**config.mk**
```make
export PLATFORM = sky130hd
export DESIGN_NAME = mmio_serial_gpio
export DESIGN_NICKNAME = d
export VERILOG_FILES = /design/src/rtl/mmio_serial_gpio.sv
export SDC_FILE = /design/constraint.sdc
export NUM_CORES = 1
export LEC_CHECK = 0
export ABC_AREA = 1
export CORE_MARGIN = 2
export CORE_UTILIZATION = 37
export DETAILED_ROUTE_END_ITERATION = 8
export GPL_ROUTABILITY_DRIVEN = 0
export GPL_TIMING_DRIVEN = 1
export PLACE_DENSITY = 0.92
export SYNTH_ARGS = -nofsm -noshare
export SYNTH_HDL_FRONTEND = slang
export SYNTH_SLANG_ARGS = --single-unit
export TNS_END_PERCENT = 5
```
**constraint.sdc**
```tcl
create_clock -name clk -period 1.87 [get_ports clk]
set_input_delay 0.374 -clock clk [delete_from_list [all_inputs] [get_ports clk]]
set_output_delay 0.374 -clock clk [all_outputs]
set_load 0.05 [all_outputs]
```
**src/rtl/mmio_serial_gpio.sv**
```systemverilog
module mmio_serial_gpio #(
  parameter int ADDR_W = 32,
  parameter int DATA_W = 32,
  parameter int WIN_W  = 8,
  parameter int GPIO_W = 16,
  parameter int BYTE_W = 8,
  parameter logic [ADDR_W-1:0] BASE = 32'hE000_0000
) (
  input  logic              clk,
  input  logic              rst_n,
  input  logic [ADDR_W-1:0] bus_addr,
  input  logic [DATA_W-1:0] bus_wdata,
  input  logic              bus_we,
  input  logic              bus_re,
  output logic [DATA_W-1:0] bus_rdata,
  output logic              tx_valid,
  output logic [BYTE_W-1:0] tx_data,
  input  logic              tx_ready,
  input  logic              rx_valid,
  input  logic [BYTE_W-1:0] rx_data,
  output logic              rx_ready,
  input  logic [GPIO_W-1:0] gpio_in,
  output logic [GPIO_W-1:0] gpio_out,
  output logic [GPIO_W-1:0] gpio_oe
);
  localparam logic [WIN_W-1:0] OFF_TXD  = WIN_W'('h00);
  localparam logic [WIN_W-1:0] OFF_TXF  = WIN_W'('h04);
  localparam logic [WIN_W-1:0] OFF_RXD  = WIN_W'('h08);
  localparam logic [WIN_W-1:0] OFF_RXE  = WIN_W'('h0C);
  localparam logic [WIN_W-1:0] OFF_GVAL = WIN_W'('h10);
  localparam logic [WIN_W-1:0] OFF_GDIR = WIN_W'('h14);

  logic             in_win;
  logic [WIN_W-1:0] off;
  logic [GPIO_W-1:0] gpio_rd;

  assign in_win = (bus_addr[ADDR_W-1:WIN_W] == BASE[ADDR_W-1:WIN_W]);
  assign off    = bus_addr[WIN_W-1:0];

  assign tx_valid = bus_we && in_win && (off == OFF_TXD) && tx_ready;
  assign tx_data  = bus_wdata[BYTE_W-1:0];
  assign rx_ready = bus_re && in_win && (off == OFF_RXD) && rx_valid;
  assign gpio_rd  = (gpio_in & ~gpio_oe) | (gpio_out & gpio_oe);

  always_ff @(posedge clk) begin
    if (!rst_n) begin
      gpio_out <= '0;
      gpio_oe  <= '0;
    end else if (bus_we && in_win) begin
      if (off == OFF_GVAL) gpio_out <= bus_wdata[GPIO_W-1:0];
      if (off == OFF_GDIR) gpio_oe  <= bus_wdata[GPIO_W-1:0];
    end
  end

  always_comb begin
    bus_rdata = '0;
    if (in_win) begin
      case (off)
        OFF_TXF:  bus_rdata = {{(DATA_W-1){1'b0}}, ~tx_ready};
        OFF_RXD:  bus_rdata = rx_valid ? {{(DATA_W-BYTE_W){1'b0}}, rx_data} : '0;
        OFF_RXE:  bus_rdata = {{(DATA_W-1){1'b0}}, ~rx_valid};
        OFF_GVAL: bus_rdata = {{(DATA_W-GPIO_W){1'b0}}, gpio_rd};
        OFF_GDIR: bus_rdata = {{(DATA_W-GPIO_W){1'b0}}, gpio_oe};
        default:  bus_rdata = '0;
      endcase
    end
  end
endmodule

```
==> results of run 1 <==
-- worst max-delay path, stage by stage --
cell and delay [ns]:
buf_8 0.10, nor2_4 0.12, nand2_2 0.09, buf_6 0.13, nor3_4 0.24, buf_6 0.17, nand3_2 0.08, a21oi_2 0.19
buf_12 0.16
-- cell usage after synthesis (all sizes together) --
cell type | number | area share
nor2 | 98 | 0.17
buf | 40 | 0.12
o211ai | 8 | 0.023
conb | 1 | 0.0015
nand3 | 20 | 0.039
dfxtp | 32 | 0.25
clkbuf | 4 | 0.0059
inv | 53 | 0.079
nand2 | 88 | 0.14
nor3 | 2 | 0.0059
nand4 | 34 | 0.089
a21oi | 15 | 0.044
nand3b | 3 | 0.0088
mux2 | 1 | 0.0044
o21ai | 7 | 0.014
-- report_power, final --
group	internal, W	leakage, nW	switching, W	total (W)
combinational	0.000208	1.67	0.000244	0.000452
sequential	0.000681	0.258	0.000000000000201	0.000681
clock	0.000327	0.0503	0.000241	0.000569
-- logic make-up (layout without fill, tap and decap cells) --
group                  count (synthesis)  after routing  share of synthesized area
AND/OR/NAND/NOR                      245            246                      0.456
other                                  1             16                    0.00147
buffers and inverters                 97            232                      0.207
AO/OA/AOI/OAI                         30             30                     0.0812
flip-flops                            32             32                      0.251
multiplexers                           1              1                    0.00440
-- layout make-up --
cell class | count | area (µm²)
fillers | 522 | 2120
repair buffers | 172 | 1870
clock buffers | 7 | 96.3
multi-input cells | 293 | 1720
well taps | 80 | 100
inverters | 53 | 211
flip-flops and latches | 32 | 641
-- final timing paths --
check	endpoint	slack [ns]	cells past startpoint
max reg2reg	gpio_oe[11]$_SDFFE_PN0P_	1.22	2
max	bus_rdata[3]	-0.16	9
min	gpio_out[5]$_SDFFE_PN0P_	0.51	2
min reg2reg	gpio_out[5]$_SDFFE_PN0P_	0.51	2
-- routing by layer --
layer / up-vias / wire length (µm) / global-route usage
met1: 1461 / 3630 / 0.260
met4: 0 / 114 / 0.0671
li1: 1553 / - / -
met3: 12 / 693 / 0.0427
met5: - / 0 / 0
met2: 146 / 5040 / 0.455
-- registers in the layout, summed over array words and instances (netlist names) --
register / count
gpio_oe: 16
gpio_out: 16
-- what timing repair did --
action | 4_1_cts | 5_1_grt
endpoints found under the hold margin | 0 | 0
pin swaps | 39 | 37
resized for setup | 109 | 39
endpoints found under the setup margin | 18 | 18
gates cloned | 2 | 0
setup buffers | 6 | 2
-- through the flow --
step | setup TNS, ns | hold WS [ns] | total power (W)
after floorplan | -2.31 | 0.495 | 0.000926
after global placement | -11.74 | 0.493 | 0.00112
after detailed placement | -13.78 | 0.497 | 0.00113
after CTS | -2.34 | 0.505 | 0.00169
after global routing | -3.17 | 0.511 | 0.00176
final | -2.17 | 0.507 | 0.00170
==> impl_metrics.py, run 1 <==
metrics = {
    "sta": {
        "fmax_ghz": 0.493,
        "hold_viol": 0,
        "fin_crit_sh": 1.08,
        "period_minus_slack_ns": 2.03,
        "setup_viol": 17,
        "postLayoutSetupSlackWorst_ns": -0.158,
        "grt_setup_unrepaired": "yes",
        "slew_viol_final": 0,
        "clock_skew_ns": 0,
    },
    "floorplan": {
        "fp-row-count": 30,
        "fp.dieH_um": 87.1,
        "die-area_um2": 7590,
        "design.core.area_um2": 6760,
        "start_util": 0.378,
        "ioPinCount": 168,
        "die_x_um": 87.1,
    },
    "final_layout": {
        "final_common_cell": "nor2_1",
        "finalNetCount": 651,
        "diodes": 0,
        "instances_no_fill": 637,
        "stdcell_area_um2": 4640,
        "fin_util": 0.687,
        "final_cell_mix": "84 x nor2_1, 75 x nand2_1, 58 x buf_4",
        "synthToLayoutAreaGrowth_pct": 81.5,
        "drive_above_1_share": 0.323,
    },
    "run_status": {
        "violations": "setup timing",
        "status": "finished with violations",
    },
    "logic_synthesis": {
        "ys_warn_count": 0,
        "avgSynthCellArea_um2": 6.30,
        "ys_ff_latch": 32,
        "syn_area_um2": 2560,
        "ys_seq_area_frac": 0.251,
        "syn_inst": 406,
        "synth_cell_types": 30,
    },
    "clock_network": {
        "hold_buffers": 0,
        "cts_buffer_depth": 2,
        "tritoncts": "built",
        "clock_sinks": 32,
        "cts_max_level": 2,
        "insertion_delay_ns": 0.27,
        "cts-buffers-inserted": 5,
        "clk_pin_slew_worst_paths_ns": 0.06,
        "cts_root_buffer": "clkbuf_8",
    },
    "global_route": {
        "track_usage": 0.236,
        "grt_pass1_vias": 3116,
        "grt_max_degree": 33,
        "grt_pass1_wl_mm": 14.2,
        "grt_overflow": 0,
        "antenna_found_initial": 0,
    },
    "routing": {
        "drt_iter0_drc": 153,
        "routedWlPerCell_um": 14.9,
        "ant_nets": 0,
        "drtPass1Iterations": 4,
        "routed-via-count": 3172,
        "viasPerCell": 4.98,
        "wl_mm": 9.48,
        "route.detailed.drc": 0,
    },
    "power_and_ir_drop": {
        "power.density_nw_per_um2": 367,
        "max-vdd-ir-drop_mv": 0.246,
        "p_leak_nw": 1.98,
    },
    "placement": {
        "io_buffers": 135,
        "placed_cells": 621,
        "place_ws_ns": -0.557,
        "post_dp_cell_area_um2": 4190,
        "dp.final_hpwl_mm": 6.52,
    },
    "critical_path": {
        "worstSetupStartpointType": "input port",
        "cp_data_required_time_ns": 1.50,
        "worstSetupEndpointType": "output port",
        "arrival_ns": 1.65,
        "worstSetupStartpoint": "bus_addr[1]",
        "critical_path.max_fanout": 5,
        "r2r_start": "gpio_oe[11]$_SDFFE_PN0P_",
        "worstSetupPathType": "in2out",
    },
    "job": {
        "cap_violations": 0,
    },
    "worst_hold_path": {
        "worstHoldStart": "gpio_out[5]$_SDFFE_PN0P_",
        "hold_class": "reg2reg",
    },
}
(Power assumes the default switching activity.)
==> run 2, diff against run 1 <==
--- a/config.mk
+++ b/config.mk
@@ -12,6 +12,7 @@
 export GPL_ROUTABILITY_DRIVEN = 0
 export GPL_TIMING_DRIVEN = 1
 export PLACE_DENSITY = 0.92
+export RECOVER_POWER = 100
 export SYNTH_ARGS = -nofsm -noshare
 export SYNTH_HDL_FRONTEND = slang
 export SYNTH_SLANG_ARGS = --single-unit
==> impl_metrics.py, run 2 (synthesis gave the netlist of run 1 again) <==
metrics = {
    "floorplan": {
        "design.core.area_um2": 6760,
        "ioPinCount": 168,
        "die_x_um": 87.1,
        "fp.dieH_um": 87.1,
        "start_util": 0.378,
        "fp-row-count": 30,
        "die-area_um2": 7590,
    },
    "sta": {
        "fmax_ghz": 0.493,
        "postLayoutSetupSlackWorst_ns": -0.157,
        "clock_skew_ns": 0,
        "relSlewSlack": 0.579,
        "setup_viol": 18,
        "whs_ns": 0.504,
        "period_minus_slack_ns": 2.03,
        "grt_setup_unrepaired": "yes",
        "slew_viol_final": 0,
        "fin_crit_sh": 1.08,
        "worstMarginPinSlew_ns": 0.634,
        "hold_viol": 0,
    },
    "run_status": {
        "status": "finished with violations",
        "violations": "setup timing",
    },
    "global_route": {
        "grt_pass1_vias": 3116,
        "grt_max_degree": 33,
        "grt_overflow": 0,
        "track_usage": 0.236,
        "grt_pass1_wl_mm": 14.2,
        "antenna_found_initial": 0,
    },
    "routing": {
        "viasPerCell": 4.97,
        "wl_mm": 9.41,
        "routedWlPerCell_um": 14.8,
        "drtPass1Iterations": 4,
        "route.detailed.drc": 0,
        "drt_iter0_drc": 149,
        "routed-via-count": 3167,
        "ant_nets": 0,
    },
    "placement": {
        "post_dp_cell_area_um2": 4190,
        "place_ws_ns": -0.557,
        "dp.final_hpwl_mm": 6.52,
        "io_buffers": 135,
    },
    "clock_network": {
        "cts_max_level": 2,
        "clk_pin_slew_worst_paths_ns": 0.06,
        "cts_buffer_depth": 2,
        "tritoncts": "built",
        "cts_root_buffer": "clkbuf_8",
        "clock_sinks": 32,
        "insertion_delay_ns": 0.27,
        "cts-buffers-inserted": 5,
    },
    "job": {
        "cap_violations": 0,
    },
    "worst_hold_path": {
        "hold_class": "reg2reg",
    },
    "power_and_ir_drop": {
        "power.density_nw_per_um2": 380,
        "max-vdd-ir-drop_mv": 0.245,
        "p_leak_nw": 1.80,
    },
    "critical_path": {
        "arrival_ns": 1.65,
        "worstSetupEndpointType": "output port",
        "critical_path.max_fanout": 5,
        "worstSetupStartpointType": "input port",
        "cp_data_required_time_ns": 1.50,
        "worstSetupPathType": "in2out",
    },
    "final_layout": {
        "drive_above_1_share": 0.262,
        "final_common_cell": "nor2_1",
        "final_cell_mix": "85 x nor2_1, 75 x nand2_1, 42 x inv_1",
        "fin_util": 0.662,
        "stdcell_area_um2": 4480,
        "diodes": 0,
        "synthToLayoutAreaGrowth_pct": 75.1,
        "finalNetCount": 651,
        "reg_top3": "gpio_oe x16, gpio_out x16",
    },
}
run 2: timing repair:
item | in CTS | in global routing
pin swaps | 39 | 37
setup buffers | 6 | 2
gates cloned | 2 | 0
hold buffers | 0 | 0
gates resized for setup | 109 | 39
endpoints found under the setup margin | 18 | 18
run 2: metrics by stage:
step                      setup TNS, ns  total power (W)  instances
after floorplan                   -2.31         0.000926        421
after global placement           -11.74          0.00112        621
after detailed placement         -13.78          0.00113        621
after CTS                         -2.34          0.00169        636
after global routing              -4.76          0.00176        637
final                             -2.13          0.00170        637
run 2: where the power goes:
group	switching [W]	internal (W)	leakage, nW	total, W
Clock	0.000243	0.000328	0.0503	0.000571
Combinational	0.000243	0.000204	1.49	0.000448
Sequential	0.000000000000194	0.000681	0.258	0.000681
run 2: worst paths after layout:
check                           start                        to  slack, ns  depth (start not counted)
min          gpio_out[5]$_SDFFE_PN0P_  gpio_out[5]$_SDFFE_PN0P_       0.50                          2
min reg2reg  gpio_out[5]$_SDFFE_PN0P_  gpio_out[5]$_SDFFE_PN0P_       0.50                          2
max reg2reg  gpio_oe[11]$_SDFFE_PN0P_  gpio_oe[11]$_SDFFE_PN0P_       1.23                          2
max                       bus_addr[1]              bus_rdata[3]      -0.16                          9
run 2: critical path, cell delays in order:
cell,delay [ns]
buf_8,0.10
nor2_4,0.12
nand2_2,0.09
buf_6,0.13
nor3_4,0.24
buf_6,0.17
nand3_2,0.08
a21oi_2,0.19
buf_12,0.15
run 2: cell type report:
class,count,area [µm²]
clock buffers,7,96.3
fillers,567,2280
inverters,53,211
multi-input cells,293,1690
flip-flops and latches,32,641
well taps,80,100
repair buffers,172,1730
run 2: per-layer routing:
metal  up-vias  share of wire  global-route usage
met5         -              0                   0
met4         0         0.0096              0.0671
met3        14          0.080              0.0427
met2       147           0.54               0.455
met1      1449           0.37               0.260
li1       1557              -                   -
